File: config.mk
export PLATFORM = sky130hd
export DESIGN_NAME = wclk_gen
export DESIGN_NICKNAME = d
export VERILOG_FILES = /design/src/rtl/wclk_pkg.sv /design/src/rtl/wclk_prescale.sv /design/src/rtl/wclk_preset_lut.sv /design/src/rtl/wclk_rate_cnt.sv /design/src/rtl/wclk_gen.sv
export SDC_FILE = /design/constraint.sdc
export NUM_CORES = 1
export LEC_CHECK = 0
export BUFFER_PORTS_ARGS = -buffer_cell sky130_fd_sc_hd__buf_2
export CAP_MARGIN = 20
export CORE_UTILIZATION = 28
export DETAILED_ROUTE_END_ITERATION = 16
export HOLD_SLACK_MARGIN = 0.06
export PLACE_DENSITY = 0.47
export SYNTH_ARGS = -nofsm -noshare
export SYNTH_HDL_FRONTEND = slang
export SYNTH_SLANG_ARGS = --single-unit
File: constraint.sdc
create_clock -name clk -period 1.65 [get_ports clk]
set_input_delay 0.165 -clock clk [delete_from_list [all_inputs] [get_ports clk]]
set_output_delay 0.165 -clock clk [all_outputs]
set_load 0.03 [all_outputs]
File: src/rtl/wclk_pkg.sv
package wclk_pkg;

    // Selection inputs gathered into one word
    typedef struct packed {
        logic       online;
        logic [2:0] dens;
        logic       tpe;
        logic       tden;
    } sel_t;

    // Divide value n; the write clock runs at ref/(n+1)
    function automatic int unsigned wclk_ratio(sel_t s);
        int unsigned n;
        if (s.online) begin
            case (s.dens)
                3'd0:    n = 63;
                3'd1:    n = 22;
                3'd2:    n = 15;
                3'd3:    n = 15;
                3'd4:    n = 3;
                3'd5:    n = 4;
                3'd6:    n = 15;
                default: n = 3;
            endcase
        end else begin
            case ({s.tpe, s.tden})
                2'd0:    n = 54;
                2'd1:    n = 15;
                2'd2:    n = 4;
                default: n = 63;
            endcase
        end
        return n;
    endfunction

endpackage

File: src/rtl/wclk_prescale.sv
module wclk_prescale #(
    parameter int REF_DIV  = 4,
    parameter int CTL_LOG2 = 4
) (
    input  logic clk,
    input  logic rst,
    output logic ref_tick,
    output logic ctl_clk
);
    localparam int PRE_W = (REF_DIV > 2) ? $clog2(REF_DIV) : 1;
    localparam logic [PRE_W-1:0] PRE_LAST = PRE_W'(REF_DIV - 1);

    typedef struct packed {
        logic [PRE_W-1:0]    pre;
        logic [CTL_LOG2-1:0] ctl;
    } st_t;

    st_t st_d, st_q;

    always_comb begin
        st_d = st_q;
        if (rst) begin
            st_d = '0;
        end else begin
            if (st_q.pre == PRE_LAST) st_d.pre = '0;
            else                      st_d.pre = st_q.pre + 1'b1;
            st_d.ctl = st_q.ctl + 1'b1;
        end
    end

    always_ff @(posedge clk) begin
        st_q <= st_d;
    end

    assign ref_tick = (st_q.pre == PRE_LAST);
    assign ctl_clk  = st_q.ctl[CTL_LOG2-1];

    // reference ticks never fall on adjacent cycles
    a_r1_tick_gap: assert property (@(posedge clk) disable iff (rst)
        ref_tick |=> !ref_tick);

endmodule

File: src/rtl/wclk_preset_lut.sv
module wclk_preset_lut
    import wclk_pkg::*;
#(
    parameter int CNT_W = 8
) (
    input  sel_t             sel,
    output logic [CNT_W-1:0] preset
);
    logic [CNT_W-1:0] n_w;

    always_comb begin
        n_w    = CNT_W'(wclk_ratio(sel));
        preset = CNT_W'(0) - n_w;
    end

endmodule

File: src/rtl/wclk_rate_cnt.sv
module wclk_rate_cnt #(
    parameter int CNT_W = 8
) (
    input  logic             clk,
    input  logic             rst,
    input  logic             ref_tick,
    input  logic [CNT_W-1:0] preset_in,
    output logic             wclk,
    output logic [CNT_W-1:0] active
);
    typedef struct packed {
        logic [CNT_W-1:0] cnt;
        logic [CNT_W-1:0] act;
        logic             wclk;
    } st_t;

    st_t st_d, st_q;
    logic [CNT_W-1:0] cnt_q;
    logic [CNT_W-1:0] act_q;

    always_comb begin
        st_d = st_q;
        if (rst) begin
            st_d.cnt = preset_in;
            st_d.act = preset_in;
        end else if (ref_tick) begin
            if (st_q.cnt == '0) begin
                st_d.cnt = preset_in;
                st_d.act = preset_in;
            end else begin
                st_d.cnt = st_q.cnt + 1'b1;
            end
        end
        st_d.wclk = !rst && (st_d.cnt == '0);
    end

    always_ff @(posedge clk) begin
        st_q <= st_d;
    end

    assign cnt_q  = st_q.cnt;
    assign act_q  = st_q.act;
    assign wclk   = st_q.wclk;
    assign active = st_q.act;

    // the write clock only falls on a reference tick
    a_r2_hold_high: assert property (@(posedge clk) disable iff (rst)
        (wclk && !ref_tick) |=> wclk);

    // each tick below overflow advances the count by one
    a_r2_step: assert property (@(posedge clk) disable iff (rst)
        (ref_tick && cnt_q != '0) |=> (cnt_q == CNT_W'($past(cnt_q) + 1'b1)));

    // the active preset is held unless a reload happens
    a_r6_act_hold: assert property (@(posedge clk) disable iff (rst)
        (!ref_tick || cnt_q != '0) |=> $stable(act_q));

    // on wrap the counter restarts from the captured preset, clock low
    a_r8_wrap_load: assert property (@(posedge clk) disable iff (rst)
        (ref_tick && cnt_q == '0) |=> (cnt_q == act_q && !wclk));

endmodule

File: src/rtl/wclk_gen.sv
module wclk_gen
    import wclk_pkg::*;
#(
    parameter int REF_DIV  = 4,
    parameter int CTL_LOG2 = 4,
    parameter int CNT_W    = 8
) (
    input  logic             clk,
    input  logic             rst,
    input  logic             online,
    input  logic [2:0]       dens_sel,
    input  logic             test_pe,
    input  logic             test_den,
    output logic             wclk,
    output logic             ctl_clk,
    output logic [CNT_W-1:0] preset_sel
);
    sel_t             sel;
    logic             ref_tick;
    logic [CNT_W-1:0] lut_preset;

    assign sel = '{online: online, dens: dens_sel, tpe: test_pe, tden: test_den};

    wclk_prescale #(.REF_DIV(REF_DIV), .CTL_LOG2(CTL_LOG2)) u_pre (
        .clk      (clk),
        .rst      (rst),
        .ref_tick (ref_tick),
        .ctl_clk  (ctl_clk)
    );

    wclk_preset_lut #(.CNT_W(CNT_W)) u_lut (
        .sel    (sel),
        .preset (lut_preset)
    );

    wclk_rate_cnt #(.CNT_W(CNT_W)) u_cnt (
        .clk       (clk),
        .rst       (rst),
        .ref_tick  (ref_tick),
        .preset_in (lut_preset),
        .wclk      (wclk),
        .active    (preset_sel)
    );

    // outputs are quiet in the cycle after a reset edge
    a_r7_reset_quiet: assert property (@(posedge clk)
        rst |=> (!wclk && !ctl_clk));

endmodule

# [Word level (Yosys, flattened, before mapping)]
# Index checks and enable logic that the tools add are counted.
# W data, S select, Z words.
[classes] n_addsub=4 eq_ne=8 muxes=7 reduce_logical=11
[op_table] op="$mux W16" n=2
[op_table] op="$mux W8" n=3
[op_table] op="$pmux W6 S4" n=1
[op_table] op="$pmux W6 S3" n=1
[op_table] op="$logic_not A8 Y1" n=2
[op_table] op="$add A8 B1 Y8 const B" n=1
[op_table] op="$sub A1 B8 Y8 const A" n=1
[op_table] op="$eq A3 B2 Y1 const B" n=2
[op_table] op="$eq A3 B3 Y1 const B" n=2
[op_table] op="$add A4 B1 Y4 const B" n=1
[op_table] op="$eq A2 B2 Y1 const B" n=2
[op_table] op="$reduce_bool A2 Y1" n=2
[op_table] op="$eq A3 B1 Y1 const B" n=1
[op_table] op="$logic_not A3 Y1" n=1
[op_table] op="$reduce_or A3 Y1" n=1
[op_table] op="$add A2 B1 Y2 const B" n=1
[op_table] op="$eq A2 B1 Y1 const B" n=1
[op_table] op="$logic_not A2 Y1" n=1
[op_table] op="$reduce_and A2 Y1" n=1
[op_table] op="$reduce_or A2 Y1" n=1
[op_table] op="$logic_and A1 B1 Y1" n=1
[op_table] op="$logic_not A1 Y1" n=1
[totals] reg_bits=23

# [Logic depth before layout (Yosys ltp)]
[depth] ltp_word=10 depth_mapped=10

# [Hierarchy]
# From an unflattened synthesis, not the netlist that was laid out.
[hier_totals] cells_unflattened=139 area_unflattened_um2=1352.5
[modules_own_cells] module="wclk_rate_cnt" n_inst=1 cells_each=93 area_each_um2=939.7 seq_area_each_um2=420.4
[modules_own_cells] module="wclk_prescale" n_inst=1 cells_each=18 area_each_um2=212.7 seq_area_each_um2=120.1
[modules_own_cells] module="wclk_preset_lut" n_inst=1 cells_each=28 area_each_um2=200.2 seq_area_each_um2=0.0

# [Worst setup path before layout]
# OpenSTA, ideal clock, no wires.
[synth_timing] path_type="in2reg" start="input port online" end="register u_cnt.st_q (netlist bit u_cnt.wclk)" setup_ns=0.117 arrival_time_ns=1.635 t_required_ns=1.533 path_slack_ns=-0.102 cell_stages=8 path_buffers=1 cell_sequence="clkbuf_1 -> nor3_1 -> or2_1 -> ha_1 -> nor2b_1 -> a211oi_1 -> a21oi_1 -> and4b_1"
[synth_lines] element="start, declared" line_no="wclk_gen.sv:10" text="input logic online,"
[synth_lines] element="end signal, assigned" line_no="wclk_rate_cnt.sv:38" text="st_q <= st_d;"
[synth_lines] element="end, declared" line_no="wclk_rate_cnt.sv:17" text="st_t st_d, st_q;"

==> metrics.txt <==
GRT Max-Usage Layer=met2; max-cap violations=0; grt met3 use=3.32%; Post-Route WL=3.01 mm; PortBufs=17; Die Area=4930 um^2; CTS Sinks=23; HPWL Detailed=2.29 mm; global-route wire length before repair=5.19 mm; Final Hold Vio Count=0; I/O pin count=18; CTS tree=yes; DR pass1 iterations=6; Final Critical Period=1590 ps; Pwr Density=793 nW/um^2; vias=1150; final cycle utilization of the critical path=96.5%; commonest non-fill, non-tap cell in the layout=buf_4; Worst Hold Class=input pin to flop; Final GP Congestion=0.796; clock root buffer=clkbuf_8; leakage=0.798 nW; #FFs+latches synth=23; hold wc startpoint=dens_sel[2]; mux share of post-synthesis cell area=0%; Die Y=70.2 um; Final WS setup=58.2 ps; total CTS buffers=3; outcome=finished clean; Max FO, Critical Path=5; clk buf depth=2; max-slew violation count=0; ANT nets after route=0; Final setup viols=0; Synth Area in XOR/XNOR=3.36%; initial antenna violation count=0; Synth Area in Adders=7.68%; WHS=360 ps; Synth Instances=139; main combinational cell family by area after synthesis=simple AND/OR/NAND/NOR gates; Iteration-0 DRC Markers=84; worst skew pair latency=260 ps; met2 Track Usage GR=20.7%; fin cells=239; pre-CTS setup slack=-185 ps; Syn-to-layout area delta=37.1%; crit end category=flop; total power draw=0.00142 W; H-tree levels=1; row count=24; reg2reg path depth=7; Tot GR Track Use=13.0%; Cells after DPL=231; CTS clock-pin slew for the worst setup and hold paths=80 ps; register area share after synthesis=41.5%; WP data arrival=1750 ps; Nets=204; Starting Density=29.5%; DRC viols=0; layout cells sized above 1=38.0%; Synth Area in Compound Gates=17.7%; Die Wd=70.2 um; Slew headroom=67.2%; CP Data Required Time=1810 ps; Syn Area/Cell=9.38 um^2; worst r2r src=u_cnt.cnt_q[1]; Slowest-stage cell, CP=dfxtp_2; diodes inserted=0; EDFF count, synth=8; Post-Syn Area=1300 um^2; synth warn=0; Netlist cell types=43; Peak supply drop=0.000370 V; Worst Hold Depth=3; Via density=4.81; worst setup path startpoint=u_cnt.cnt_q[1]; ys async rst share=0%; Setup CP Type=flop to flop; largest net degree at the start of global routing=14; Worst Skew=2.72 ps; vias in the first global route=1086; met1 Use GR=17.9%; crit path cell chain=inv_2 > ha_4 > nor3b_4 > and2_4 > a21o_4 > a22oi_4 > and4b_1; worst-margin pin slew=492 ps; WL/cell=12.6 um; GRT overflow=0; crit start category=flop; Highest Clock Rate=628 MHz; simple logic cell fraction of the synthesized area=25.1%; most frequent cells in the layout=buf_4, nor2_1, buf_2; main flop type after synthesis=dfxtp_1; Synthesized Nets=155; critical path's largest stage delay=370 ps; core area=4410 um^2
-- cells in the mapped netlist, types with 2 or more instances --
cell,count,area share [%]
a211oi_1,2,1.2
a21oi_1,12,4.6
a31oi_1,2,0.96
and2_1,2,0.96
and3_1,3,1.4
and4b_1,3,2.3
clkbuf_1,4,1.2
dfxtp_1,15,23
edfxtp_1,8,18
ha_1,8,7.7
inv_1,6,1.7
nand2_1,5,1.4
nand2b_1,4,1.9
nand3_1,3,1.2
nor2_1,20,5.8
nor2b_1,3,1.4
nor3_1,4,1.5
o21ai_0,4,1.5
o21ai_1,3,1.2
o22ai_1,2,0.96
xnor2_1,3,2.0
xor2_1,2,1.3
-- logic make-up after synthesis --
kind of cell    count (synthesis)
compound gates                 33
fa+ha+maj                       8
buf+inv                        13
flops                          23
simple gates                   57
xor+xnor                        5
-- worst paths after layout --
path	to	slack, ps
max	u_cnt.wclk	60
min	u_cnt.cnt_q[5]	360
min reg2reg	u_pre.st_q[4]	430
max reg2reg	u_cnt.wclk	60
-- registers in the layout (all words and copies together), names as in the netlist --
name	cells
u_cnt.cnt_q	8
u_pre.ctl_clk	1
u_cnt.wclk	1
u_pre.st_q	5
u_cnt.active	8
-- repair_timing --
item | in CTS | in global routing
pin swaps | 0 | 1
endpoints found under the setup margin | 2 | 11
buffers inserted | 0 | 4
hold buffers | 0 | 0
resized for setup | 2 | 10
-- worst max-delay path, delay by kind of cell, from the launching register on --
kind,cells,cell delay [ps]
flops,1,370
compound gates,2,380
buf+inv,1,50
simple gates,3,550
fa+ha+maj,1,140
-- power by group --
group / internal [W] / leakage [nW] / switching [W]
registers: 0.000643 / 0.205 / 0.0000446
clock network: 0.000168 / 0.0255 / 0.000174
logic: 0.000193 / 0.567 / 0.000196
total: 0.00100 / 0.798 / 0.000414
-- per-stage QoR --
stage | utilization (%) | setup TNS (ps) | instance area (um^2)
6_report | 40.5 | 0 | 1790
5_1_grt | 40.5 | -5.38 | 1790
4_1_cts | 38.7 | 0 | 1710
3_5_place_dp | 37.6 | -459 | 1660
3_3_place_gp | 37.6 | -374 | 1660
2_1_floorplan | - | -72.4 | 1320
-- cell type report --
type	instances	area (um^2)
fillers	423	2630
inverters	7	28.8
well taps	52	65.1
clock inverters	1	5.00
clock buffers	3	41.3
repair buffers	50	358
flip-flops and latches	23	548
multi-input cells	103	742
-- layer usage --
layer | vias to the layer above | wire (um)
li1 | 587 | -
met1 | 534 | 1480
met2 | 27 | 1410
met3 | 2 | 109
met4 | 0 | 12
met5 | - | 0
(Power assumes the default switching activity.)
